===== config.mk =====
export PLATFORM = sky130hd
export DESIGN_NAME = spi_reg_port
export DESIGN_NICKNAME = d
export VERILOG_FILES = /design/src/rtl/spi_port_pkg.sv /design/src/rtl/spi_port_sync.sv /design/src/rtl/spi_port_regfile.sv /design/src/rtl/spi_port_engine.sv /design/src/rtl/spi_reg_port.sv
export SDC_FILE = /design/constraint.sdc
export NUM_CORES = 1
export LEC_CHECK = 0
export BUFFER_PORTS_ARGS = -buffer_cell sky130_fd_sc_hd__buf_2
export CORE_MARGIN = 2
export CORE_UTILIZATION = 61
export CTS_CLUSTER_DIAMETER = 30
export CTS_CLUSTER_SIZE = 8
export DETAILED_ROUTE_END_ITERATION = 8
export PLACE_DENSITY = 0.77
export SLEW_MARGIN = 20
export SYNTH_ARGS = -nofsm -noshare
export SYNTH_HDL_FRONTEND = slang
export SYNTH_HIERARCHICAL = 1
export SYNTH_SLANG_ARGS = --single-unit

===== constraint.sdc =====
create_clock -name clk -period 3.5 [get_ports clk]
set_clock_uncertainty 0.2 [all_clocks]
set_input_delay 0.175 -clock clk [delete_from_list [all_inputs] [get_ports clk]]
set_output_delay 0.175 -clock clk [all_outputs]
set_load 0.05 [all_outputs]

===== src/rtl/spi_port_pkg.sv =====
package spi_port_pkg;

    typedef enum logic [2:0] {
        ST_IDLE,
        ST_CMD,
        ST_WRITE,
        ST_READ,
        ST_HALT
    } port_state_t;

endpackage


===== src/rtl/spi_port_sync.sv =====
module spi_port_sync #(
    parameter int              WIDTH  = 3,
    parameter int              STAGES = 2,
    parameter logic [WIDTH-1:0] INIT  = '0
) (
    input  logic             clk,
    input  logic             rst_n,
    input  logic [WIDTH-1:0] din,
    output logic [WIDTH-1:0] dout
);

    logic [WIDTH-1:0] chain [STAGES];

    always_ff @(posedge clk or negedge rst_n) begin
        if (!rst_n) begin
            for (int s = 0; s < STAGES; s++) chain[s] <= INIT;
        end else begin
            chain[0] <= din;
            for (int s = 1; s < STAGES; s++) chain[s] <= chain[s-1];
        end
    end

    assign dout = chain[STAGES-1];

endmodule


===== src/rtl/spi_port_regfile.sv =====
module spi_port_regfile #(
    parameter int ADDR_W = 6,
    parameter int DATA_W = 8
) (
    input  logic              clk,
    input  logic              rst_n,
    input  logic [ADDR_W-1:0] addr,
    input  logic [DATA_W-1:0] wdata,
    input  logic              we,
    output logic [DATA_W-1:0] rdata
);

    localparam int DEPTH = 1 << ADDR_W;

    function automatic logic [DATA_W-1:0] seed_value(input int idx);
        logic [DATA_W-1:0] v;
        v = DATA_W'(idx);
        v[DATA_W-1] = 1'b1;
        return v;
    endfunction

    logic [DATA_W-1:0] cells [DEPTH];

    for (genvar i = 0; i < DEPTH; i++) begin : g_cell
        logic [DATA_W-1:0] q;
        always_ff @(posedge clk or negedge rst_n) begin
            if (!rst_n)                         q <= seed_value(i);
            else if (we && addr == ADDR_W'(i))  q <= wdata;
        end
        assign cells[i] = q;
    end

    assign rdata = cells[addr];

endmodule


===== src/rtl/spi_port_engine.sv =====
module spi_port_engine
    import spi_port_pkg::*;
#(
    parameter int ADDR_W = 6,
    parameter int DATA_W = 8
) (
    input  logic              clk,
    input  logic              rst_n,
    input  logic              sck_s,
    input  logic              cs_n_s,
    input  logic              mosi_s,
    input  logic [DATA_W-1:0] rd_data,
    output logic [ADDR_W-1:0] bus_addr,
    output logic [DATA_W-1:0] bus_wdata,
    output logic              bus_we,
    output logic              bus_re,
    output logic              miso
);

    localparam int CNT_W   = $clog2(DATA_W);
    localparam int DIR_BIT = DATA_W - 1;
    localparam int ADR_TOP = DATA_W - 2;

    port_state_t state, next_state;

    logic              sck_d;
    logic [CNT_W-1:0]  bit_cnt;
    logic [DATA_W-2:0] rx_sh;
    logic [DATA_W-1:0] tx_sh;
    logic              skip_fall;

    logic              rise, fall, byte_done;
    logic [DATA_W-1:0] rx_byte;

    assign rise      = sck_s & ~sck_d;
    assign fall      = ~sck_s & sck_d;
    assign rx_byte   = {rx_sh, mosi_s};
    assign byte_done = (state != ST_IDLE) && !cs_n_s && rise &&
                       (bit_cnt == CNT_W'(DATA_W - 1));

    // state register
    always_ff @(posedge clk or negedge rst_n) begin
        if (!rst_n) state <= ST_IDLE;
        else        state <= next_state;
    end

    // transitions
    always_comb begin
        next_state = state;
        unique case (state)
            ST_IDLE:  if (!cs_n_s) next_state = ST_CMD;
            ST_CMD:   if (byte_done) next_state = rx_byte[DIR_BIT] ? ST_READ : ST_WRITE;
            ST_WRITE: next_state = ST_WRITE;
            ST_READ:  if (byte_done && rx_byte == '0) next_state = ST_HALT;
            ST_HALT:  next_state = ST_HALT;
            default:  next_state = ST_IDLE;
        endcase
        if (cs_n_s) next_state = ST_IDLE;
    end

    // shifting and bus outputs
    always_ff @(posedge clk or negedge rst_n) begin
        if (!rst_n) begin
            sck_d     <= 1'b0;
            bit_cnt   <= '0;
            rx_sh     <= '0;
            tx_sh     <= '0;
            skip_fall <= 1'b0;
            bus_addr  <= '0;
            bus_wdata <= '0;
            bus_we    <= 1'b0;
            bus_re    <= 1'b0;
        end else begin
            sck_d  <= sck_s;
            bus_we <= 1'b0;
            bus_re <= 1'b0;
            if (state == ST_IDLE || cs_n_s) begin
                bit_cnt   <= '0;
                tx_sh     <= '0;
                skip_fall <= 1'b0;
            end else begin
                if (rise) begin
                    rx_sh   <= rx_byte[DATA_W-2:0];
                    bit_cnt <= bit_cnt + CNT_W'(1);
                end
                if (byte_done) begin
                    if (state == ST_CMD) begin
                        bus_addr <= rx_byte[ADR_TOP -: ADDR_W];
                        bus_re   <= rx_byte[DIR_BIT];
                    end else if (state == ST_WRITE) begin
                        bus_wdata <= rx_byte;
                        bus_we    <= 1'b1;
                    end else if (state == ST_READ && rx_byte != '0) begin
                        bus_addr <= rx_byte[ADR_TOP -: ADDR_W];
                        bus_re   <= 1'b1;
                    end
                end
                if (bus_re) begin
                    tx_sh     <= rd_data;
                    skip_fall <= 1'b1;
                end else if (fall) begin
                    if (skip_fall) skip_fall <= 1'b0;
                    else           tx_sh <= {tx_sh[DATA_W-2:0], 1'b0};
                end
            end
        end
    end

    assign miso = (state == ST_READ) ? tx_sh[DATA_W-1] : 1'b0;

    AST_ONE_STROBE: assert property (@(posedge clk) disable iff (!rst_n)
        !(bus_we && bus_re));
    AST_WE_PULSE: assert property (@(posedge clk) disable iff (!rst_n)
        bus_we |=> !bus_we);
    AST_RE_PULSE: assert property (@(posedge clk) disable iff (!rst_n)
        bus_re |=> !bus_re);
    AST_WR_ADDR_HOLD: assert property (@(posedge clk) disable iff (!rst_n)
        (state == ST_WRITE && $past(state) == ST_WRITE) |-> $stable(bus_addr));
    AST_SELECT_QUIET: assert property (@(posedge clk) disable iff (!rst_n)
        (cs_n_s && $past(cs_n_s)) |-> !miso);
    AST_NO_STROBE_DESELECTED: assert property (@(posedge clk) disable iff (!rst_n)
        $past(cs_n_s) |-> !(bus_we || bus_re));
    AST_HALT_NO_READ: assert property (@(posedge clk) disable iff (!rst_n)
        (state == ST_HALT && $past(state) == ST_HALT) |-> !bus_re);

endmodule


===== src/rtl/spi_reg_port.sv =====
module spi_reg_port #(
    parameter int ADDR_W      = 6,
    parameter int DATA_W      = 8,
    parameter int SYNC_STAGES = 2
) (
    input  logic              clk,
    input  logic              rst_n,
    input  logic              spi_sck,
    input  logic              spi_cs_n,
    input  logic              spi_mosi,
    output logic              spi_miso,
    output logic [ADDR_W-1:0] reg_addr,
    output logic [DATA_W-1:0] reg_wdata,
    output logic              reg_we,
    output logic              reg_re,
    output logic [DATA_W-1:0] reg_rdata
);

    logic [2:0] pins_s;

    spi_port_sync #(
        .WIDTH  (3),
        .STAGES (SYNC_STAGES),
        .INIT   (3'b100)
    ) u_sync (
        .clk   (clk),
        .rst_n (rst_n),
        .din   ({spi_cs_n, spi_sck, spi_mosi}),
        .dout  (pins_s)
    );

    spi_port_engine #(
        .ADDR_W (ADDR_W),
        .DATA_W (DATA_W)
    ) u_engine (
        .clk       (clk),
        .rst_n     (rst_n),
        .sck_s     (pins_s[1]),
        .cs_n_s    (pins_s[2]),
        .mosi_s    (pins_s[0]),
        .rd_data   (reg_rdata),
        .bus_addr  (reg_addr),
        .bus_wdata (reg_wdata),
        .bus_we    (reg_we),
        .bus_re    (reg_re),
        .miso      (spi_miso)
    );

    spi_port_regfile #(
        .ADDR_W (ADDR_W),
        .DATA_W (DATA_W)
    ) u_regs (
        .clk   (clk),
        .rst_n (rst_n),
        .addr  (reg_addr),
        .wdata (reg_wdata),
        .we    (reg_we),
        .rdata (reg_rdata)
    );

endmodule


==> run_results.csv, run 1 <==
group,metric,value,unit
timing,max_freq,276,MHz
timing,drv_slew,0,
timing,finalHoldViolations,0,
placement,gp_congestion,0.909,
synthesis,yosysMostFrequentCell,"mux2_2",
synthesis,ys_top_cells_by_count,"mux2_2, dfrtp_1, dfstp_2, mux4_2, clkbuf_1",
synthesis,synthCells,1617,
drt,firstDrtPassIters,5,
layout,fillerInstances,2200,
pwr,swShare,0.204,
setup_path,path_buf_inv,3,
synthesis,synth_area_leaders,"dfrtp_1, dfstp_2, mux2_2",
pwr,clock_power_share,0.635,
placement,dp.cells,2115,
synthesis,synth_top_family_by_area,"multiplexers",
die,die_w,208,um
placement,port_buffers,29,
layout,syn2layout_area_growth,23.8,%
setup_path,crit_top_cell,"buf_12",
min_path,hp-class,"reg2reg",
timing,finalCritPeriodShare,1.03,
synthesis,synth_top_area_cell,"dfrtp_1",
global_routing,gr-total-overflow,0,
timing,finalSetupViolCount,8,
die,die_h,208,um
pwr,intPower,14.8,mW
layout,nets,1737,
timing,worst_pin_slew,1.03,ns
clocking,cts.clk_slew.worst_paths,0.05,ns
pwr,fin_total_pwr,18.5,mW
pwr,p_sw,3.78,mW
setup_path,cp-start-kind,"flop",
setup_path,crit_family,"simple AND/OR/NAND/NOR gates",
die,initial_core_util,0.621,
synthesis,synth_compound_area_frac,0.0322,
setup_path,path_cells,"buf_12 > buf_12 > mux4_2 > a22oi_2 > a21oi_2 > or4_4 > buf_8",
clocking,cts_inserted_buffers,114,
status,violations,"setup timing",
drt,drc,0,
synthesis,yosysSeqAreaShare,0.562,
synthesis,synth_top_area_share,0.295,
synthesis,ys_ff_latch,557,
drt,initialDrtViolationCount,1245,
synthesis,synth_flop_cell,"dfrtp_1",
drt,via_per_inst,6.55,
die,io_pins,30,
synthesis,synthesis.area,0.0254,mm2
pwr,pwr-share-seq,0.352,
setup_path,cpMaxStageDelayCell,"or4_4",
setup_path,setup.worst_path.end_class,"primary output",
synthesis,synth_fp_nets,1624,
layout,drive_above_1_share,0.697,
global_routing,grt_pass1_wl,104,mm
drt,wl,65.9,mm
clocking,cts_tree,"done",
timing,rsz0062_at_grt,"true",
layout,layout.cells.non_filler,2363,
die,die-area,0.0433,mm2
setup_path,worst-setup-path-type,"reg2out",
clocking,insertion_delay,0.66,ns
die,fp-row-count,74,
clocking,cts_sinks,557,
timing,setup_slack,-0.121,ns
global_routing,grt_pass1_vias,16900,
pwr,power_density,590,mW/mm2
layout,final_area,0.0314,mm2
placement,place_ws,0.197,ns
global_routing,grt_max_degree,84,
setup_path,cp.arrival,3.25,ns
layout,n_antenna_cell,0,
drt,wire_per_inst,27.9,um
synthesis,synthAdderAreaFrac,0.000985,
synthesis,ys_warn_count,6,
placement,hpwl,39.1,mm
die,core_area,0.0409,mm2
drt,vias,15500,
drt,ant_nets,0,
synthesis,synthXorXnorAreaFrac,0.000345,
synthesis,syn_avg_cell_area,15.7,um2
synthesis,synth_async_sr_flop_share,1.00,
timing,finalCriticalPeriod,3.62,ns
setup_path,critPathMaxStageDelay,0.58,ns
synthesis,synth_edf_count,0,
status,status,"finished with violations",
setup_path,crit_path_max_fanout,10,
placement,place_area,0.0264,mm2
clocking,cts_buffer_depth,3,
pwr,ir_worst_vdd,0.000551,V
pwr,combPwrFrac,0.012,
pwr,power_leakage,13.8,nW
synthesis,synth.mux.area_fraction,0.352,
timing,worst_hold_slack,0.145,ns
clocking,cts_root_buf,"clkbuf_16",
setup_path,worstPathRequired,3.12,ns
global_routing,grt_use_total,0.313,
synthesis,synth.distinct_cells,46,
timing,relSlewSlack,0.316,
clocking,htreeDepth,3,
synthesis,synth-simple-area-share,0.0309,
global_routing,antenna_found_initial,1,
job,cap_viol_max_count,0,
-- registers in the layout, summed over array words and instances, names as in the netlist --
signal / cells
u_engine/bus_wdata: 8
u_engine/state: 3
u_engine/bus_re: 1
u_sync/dout: 3
u_engine/bus_addr: 6
u_regs/g_cell.q: 512
u_engine/bit_cnt: 3
u_engine/skip_fall: 1
u_engine/rx_sh: 7
u_engine/bus_we: 1
u_sync/chain: 3
u_engine/sck_d: 1
u_engine/tx_sh: 8
-- cell families (layout without fill, tap and decap cells) --
group | count (synthesis) | count (layout)
XOR/XNOR | 1 | 1
multiplexers | 666 | 666
adder cells (fa/ha/maj) | 2 | 2
flip-flops | 557 | 557
AND/OR/NAND/NOR | 144 | 144
AO/OA/AOI/OAI | 117 | 117
buffers and inverters | 130 | 344
-- worst paths after layout --
| kind | from | endpoint | slack [ns] | depth (start not counted) |
|---|---|---|---|---|
| worst max-delay path | u_engine/bus_addr[0] | reg_rdata[1] | -0.12 | 7 |
| worst min-delay path | u_sync/chain[3] | u_sync/dout[0] | 0.15 | 0 |
| worst max register to register | u_engine/bus_addr[2] | u_regs/g_cell[45].q[6] | 0.17 | 6 |
| worst min register to register | u_sync/chain[3] | u_sync/dout[0] | 0.15 | 0 |
| max in group asynchronous | rst_n | u_regs/g_cell[57].q[0] | 1.81 | 4 |
| min in group asynchronous | rst_n | u_regs/g_cell[1].q[6] | 0.45 | 3 |
-- layout by cell type (no fill, tap or decap), types with 20 or more instances in the layout --
cell type    n
mux2_1      64
a22oi_1     22
clkbuf_1    23
mux4_2     128
dfrtp_1    289
a22oi_2     42
nand2_1     44
clkbuf_16  115
buf_4       57
bufinv_16   25
buf_12      20
nor2_2      21
buf_2       20
mux2_2     465
clkinv_2    25
dfstp_2    258
-- through the flow --
stage | TNS [ns] | utilization
5_1_grt | -1.14 | 0.768
2_1_floorplan | 0 | -
6_report | -0.699 | 0.768
3_5_place_dp | 0 | 0.645
4_1_cts | -0.674 | 0.766
3_3_place_gp | 0 | 0.645
-- metal layers --
layer / vias to the layer above / routed length [um] / GRT usage
met4: 2 / 2240 / 0.132
met2: 540 / 32800 / 0.507
li1: 6353 / - / -
met3: 167 / 3630 / 0.0651
met5: - / 9 / 0
met1: 8418 / 27200 / 0.417
-- power by group through the flow --
stage          Clock, mW  Combinational [mW]  Sequential, mW
3_3_place_gp           0               0.214            6.62
6_report            11.8               0.230            6.53
5_1_grt             12.3               0.261            6.53
3_5_place_dp           0               0.222            6.62
4_1_cts             11.9               0.236            6.53
2_1_floorplan          0              0.0651            6.60
-- area by class of cell --
| type | count | area [um2] | area share |
|---|---|---|---|
| flip-flops and latches | 557 | 14300 | 0.454 |
| clock buffers | 155 | 3190 | 0.101 |
| repair buffers | 123 | 1320 | 0.0419 |
| well taps | 532 | 666 | 0.0212 |
| multi-input cells | 930 | 10900 | 0.347 |
| clock inverters | 62 | 1070 | 0.0341 |
| inverters | 4 | 15.0 | 0.000478 |
-- repair_timing --
item / 4_1_cts / 5_1_grt
hold endpoints to repair: 323 / 0
gates resized for setup: 93 / 11
hold buffers: 9 / 0
cloned: 2 / 1
buffers inserted: 12 / 10
endpoints found under the setup margin: 8 / 8
pin swaps: 18 / 7
Note: power is estimated with default switching activity, not from simulation.
==> run 2, diff against run 1 <==
--- a/config.mk
+++ b/config.mk
@@ -6,12 +6,12 @@
 export NUM_CORES = 1
 export LEC_CHECK = 0
 export BUFFER_PORTS_ARGS = -buffer_cell sky130_fd_sc_hd__buf_2
-export CORE_MARGIN = 2
-export CORE_UTILIZATION = 61
+export CORE_MARGIN = 1
+export CORE_UTILIZATION = 27
+export CTS_BUF_LIST = sky130_fd_sc_hd__clkbuf_16
 export CTS_CLUSTER_DIAMETER = 30
 export CTS_CLUSTER_SIZE = 8
 export DETAILED_ROUTE_END_ITERATION = 8
-export PLACE_DENSITY = 0.77
 export SLEW_MARGIN = 20
 export SYNTH_ARGS = -nofsm -noshare
 export SYNTH_HDL_FRONTEND = slang
==> run_results.csv, run 2 (synthesis results as in run 1) <==
group,metric,value,unit
drt,wire_per_inst,21.9,um
setup_path,cp.arrival,3.29,ns
clocking,htreeDepth,3,
clocking,cts_tree,"done",
layout,nets,1780,
pwr,power_density,535,mW/mm2
pwr,ir_worst_vdd,0.000460,V
setup_path,rrSetupSlack,0.29,ns
placement,port_buffers,29,
setup_path,cp-start-kind,"flop",
layout,fillerInstances,8751,
die,die_w,309,um
drt,vias,15200,
layout,syn2layout_area_growth,27.5,%
die,die_h,309,um
setup_path,reg2reg_depth,5,
timing,setup_slack,-0.170,ns
status,status,"finished with violations",
setup_path,worst-setup-path-type,"reg2out",
setup_path,r2r-start,"u_engine/bus_addr[2]",
timing,finalSetupViolCount,8,
setup_path,endpoint,"reg_rdata[3]",
setup_path,cp-startpoint,"u_engine/bus_addr[0]",
layout,top_regs,"u_regs/g_cell.q x512, u_engine/bus_wdata x8, u_engine/tx_sh x8",
timing,rsz0062_at_grt,"true",
timing,max_freq,273,MHz
placement,gp_congestion,0.834,
die,die-area,0.0953,mm2
clocking,cts.clk_slew.worst_paths,0.05,ns
drt,ant_nets,0,
job,cap_viol_max_count,0,
setup_path,crit_path_max_fanout,6,
placement,hpwl,42.3,mm
timing,finalCriticalPeriod,3.67,ns
layout,drive_above_1_share,0.694,
global_routing,antenna_found_initial,2,
drt,firstDrtPassIters,7,
clocking,cts_root_buf,"clkbuf_16",
layout,ff_latch_area,0.0143,mm2
clocking,cts_inserted_buffers,113,
clocking,cts_buffer_depth,3,
die,initial_core_util,0.273,
global_routing,grt_max_degree,126,
layout,multi_input_area,0.0109,mm2
clocking,insertion_delay,0.67,ns
timing,finalHoldViolations,0,
clocking,cts_sinks,557,
layout,fin_util,0.347,
timing,setup_tns,-1.07,ns
setup_path,worstPathRequired,3.12,ns
timing,worst_pin_slew,1.11,ns
status,violations,"DRC, setup timing",
timing,drv_slew,0,
global_routing,grt_pass1_vias,16800,
global_routing,grt_pass1_wl,105,mm
placement,place_ws,-0.0386,ns
die,fp-row-count,112,
die,io_pins,30,
timing,finalCritPeriodShare,1.05,
drt,wl,68.6,mm
layout,mostFrequentLayoutCell,"mux2_2",
setup_path,setup.worst_path.end_class,"primary output",
layout,layout_common_cells,"mux2_2, dfrtp_1, dfstp_2",
drt,via_per_inst,4.87,
min_path,hp-class,"in2async",
pwr,power_leakage,13.9,nW
global_routing,grt_use_total,0.144,
layout,largest_register,"u_regs/g_cell.q",
drt,drc,4,
timing,worst_hold_slack,0.150,ns
setup_path,r2r-end,"u_regs/g_cell[15].q[4]",
die,core_area,0.0932,mm2
global_routing,gr-total-overflow,0,
drt,initialDrtViolationCount,998,
timing,relSlewSlack,0.258,
layout,largest_reg_flops,512,
-- run 2: cell types whose count changed in the layout (fill, tap and decap cells not counted), sizes merged, moves of 4 or more --
cell,delta
clkinv,+18
inv,+26
clkbuf,-35
buf,+40
clkinvlp,+4
bufinv,-9
-- run 2: per-layer routing --
metal  global-route usage  vias to the layer above  wire [um]
li1                     -                     6461          -
met1                0.184                     8259      29600
met2                0.239                      375      33600
met3               0.0261                      131       3050
met4               0.0616                        0       2290
met5                    0                        -          0
-- run 2: area by class of cell --
class                   count  area share
clock buffers             115      0.0889
multi-input cells         930       0.336
flip-flops and latches    557       0.441
well taps                1254      0.0485
diodes                      1   0.0000773
clock inverters           101      0.0290
inverters                   4    0.000464
repair buffers            167      0.0560
-- run 2: critical path: stages (launching register included) --
cell       delay [ns]
dfrtp_4          0.51
buf_8            0.15
clkbuf_16        0.16
clkbuf_16        0.16
mux4_2           0.47
a22oi_2          0.28
a21oi_2          0.12
or4_4            0.60
buf_8            0.18
-- run 2: worst min path at each step --
stage,startpoint,to,slack (ns),cells past startpoint
global placement,rst_n,u_regs/g_cell[5].q[5],0.03,1
detailed placement,rst_n,u_regs/g_cell[5].q[5],0.05,1
finish,rst_n,u_regs/g_cell[7].q[0],0.15,2
global route,u_sync/chain[5],u_sync/dout[2],0.15,0
CTS,u_sync/chain[5],u_sync/dout[2],0.15,0
floorplan,rst_n,u_engine/bit_cnt[0],-0.32,0
-- run 2: through the flow --
step	cell area [um2]	std cells	total power, mW
after detailed placement	27600	2876	6.84
after global placement	27600	2876	6.83
after CTS	32000	3117	17.5
after global routing	32400	3128	17.9
after floorplan	25400	1617	6.67
final	32400	3129	17.3
-- run 2: timing repair --
item | in CTS | in global routing
cloned | 2 | 6
pin swaps | 5 | 27
endpoints found under the hold margin | 272 | 0
hold buffers | 8 | 0
setup buffers | 15 | 9
endpoints found under the setup margin | 12 | 20
resized for setup | 64 | 47
-- run 2: power by group --
| group | internal, mW | switching, mW | leakage [nW] | total, mW |
|---|---|---|---|---|
| Sequential | 6.50 | 0.0306 | 6.80 | 6.53 |
| Clock | 7.09 | 3.49 | 1.96 | 10.6 |
| Combinational | 0.0611 | 0.165 | 5.13 | 0.227 |
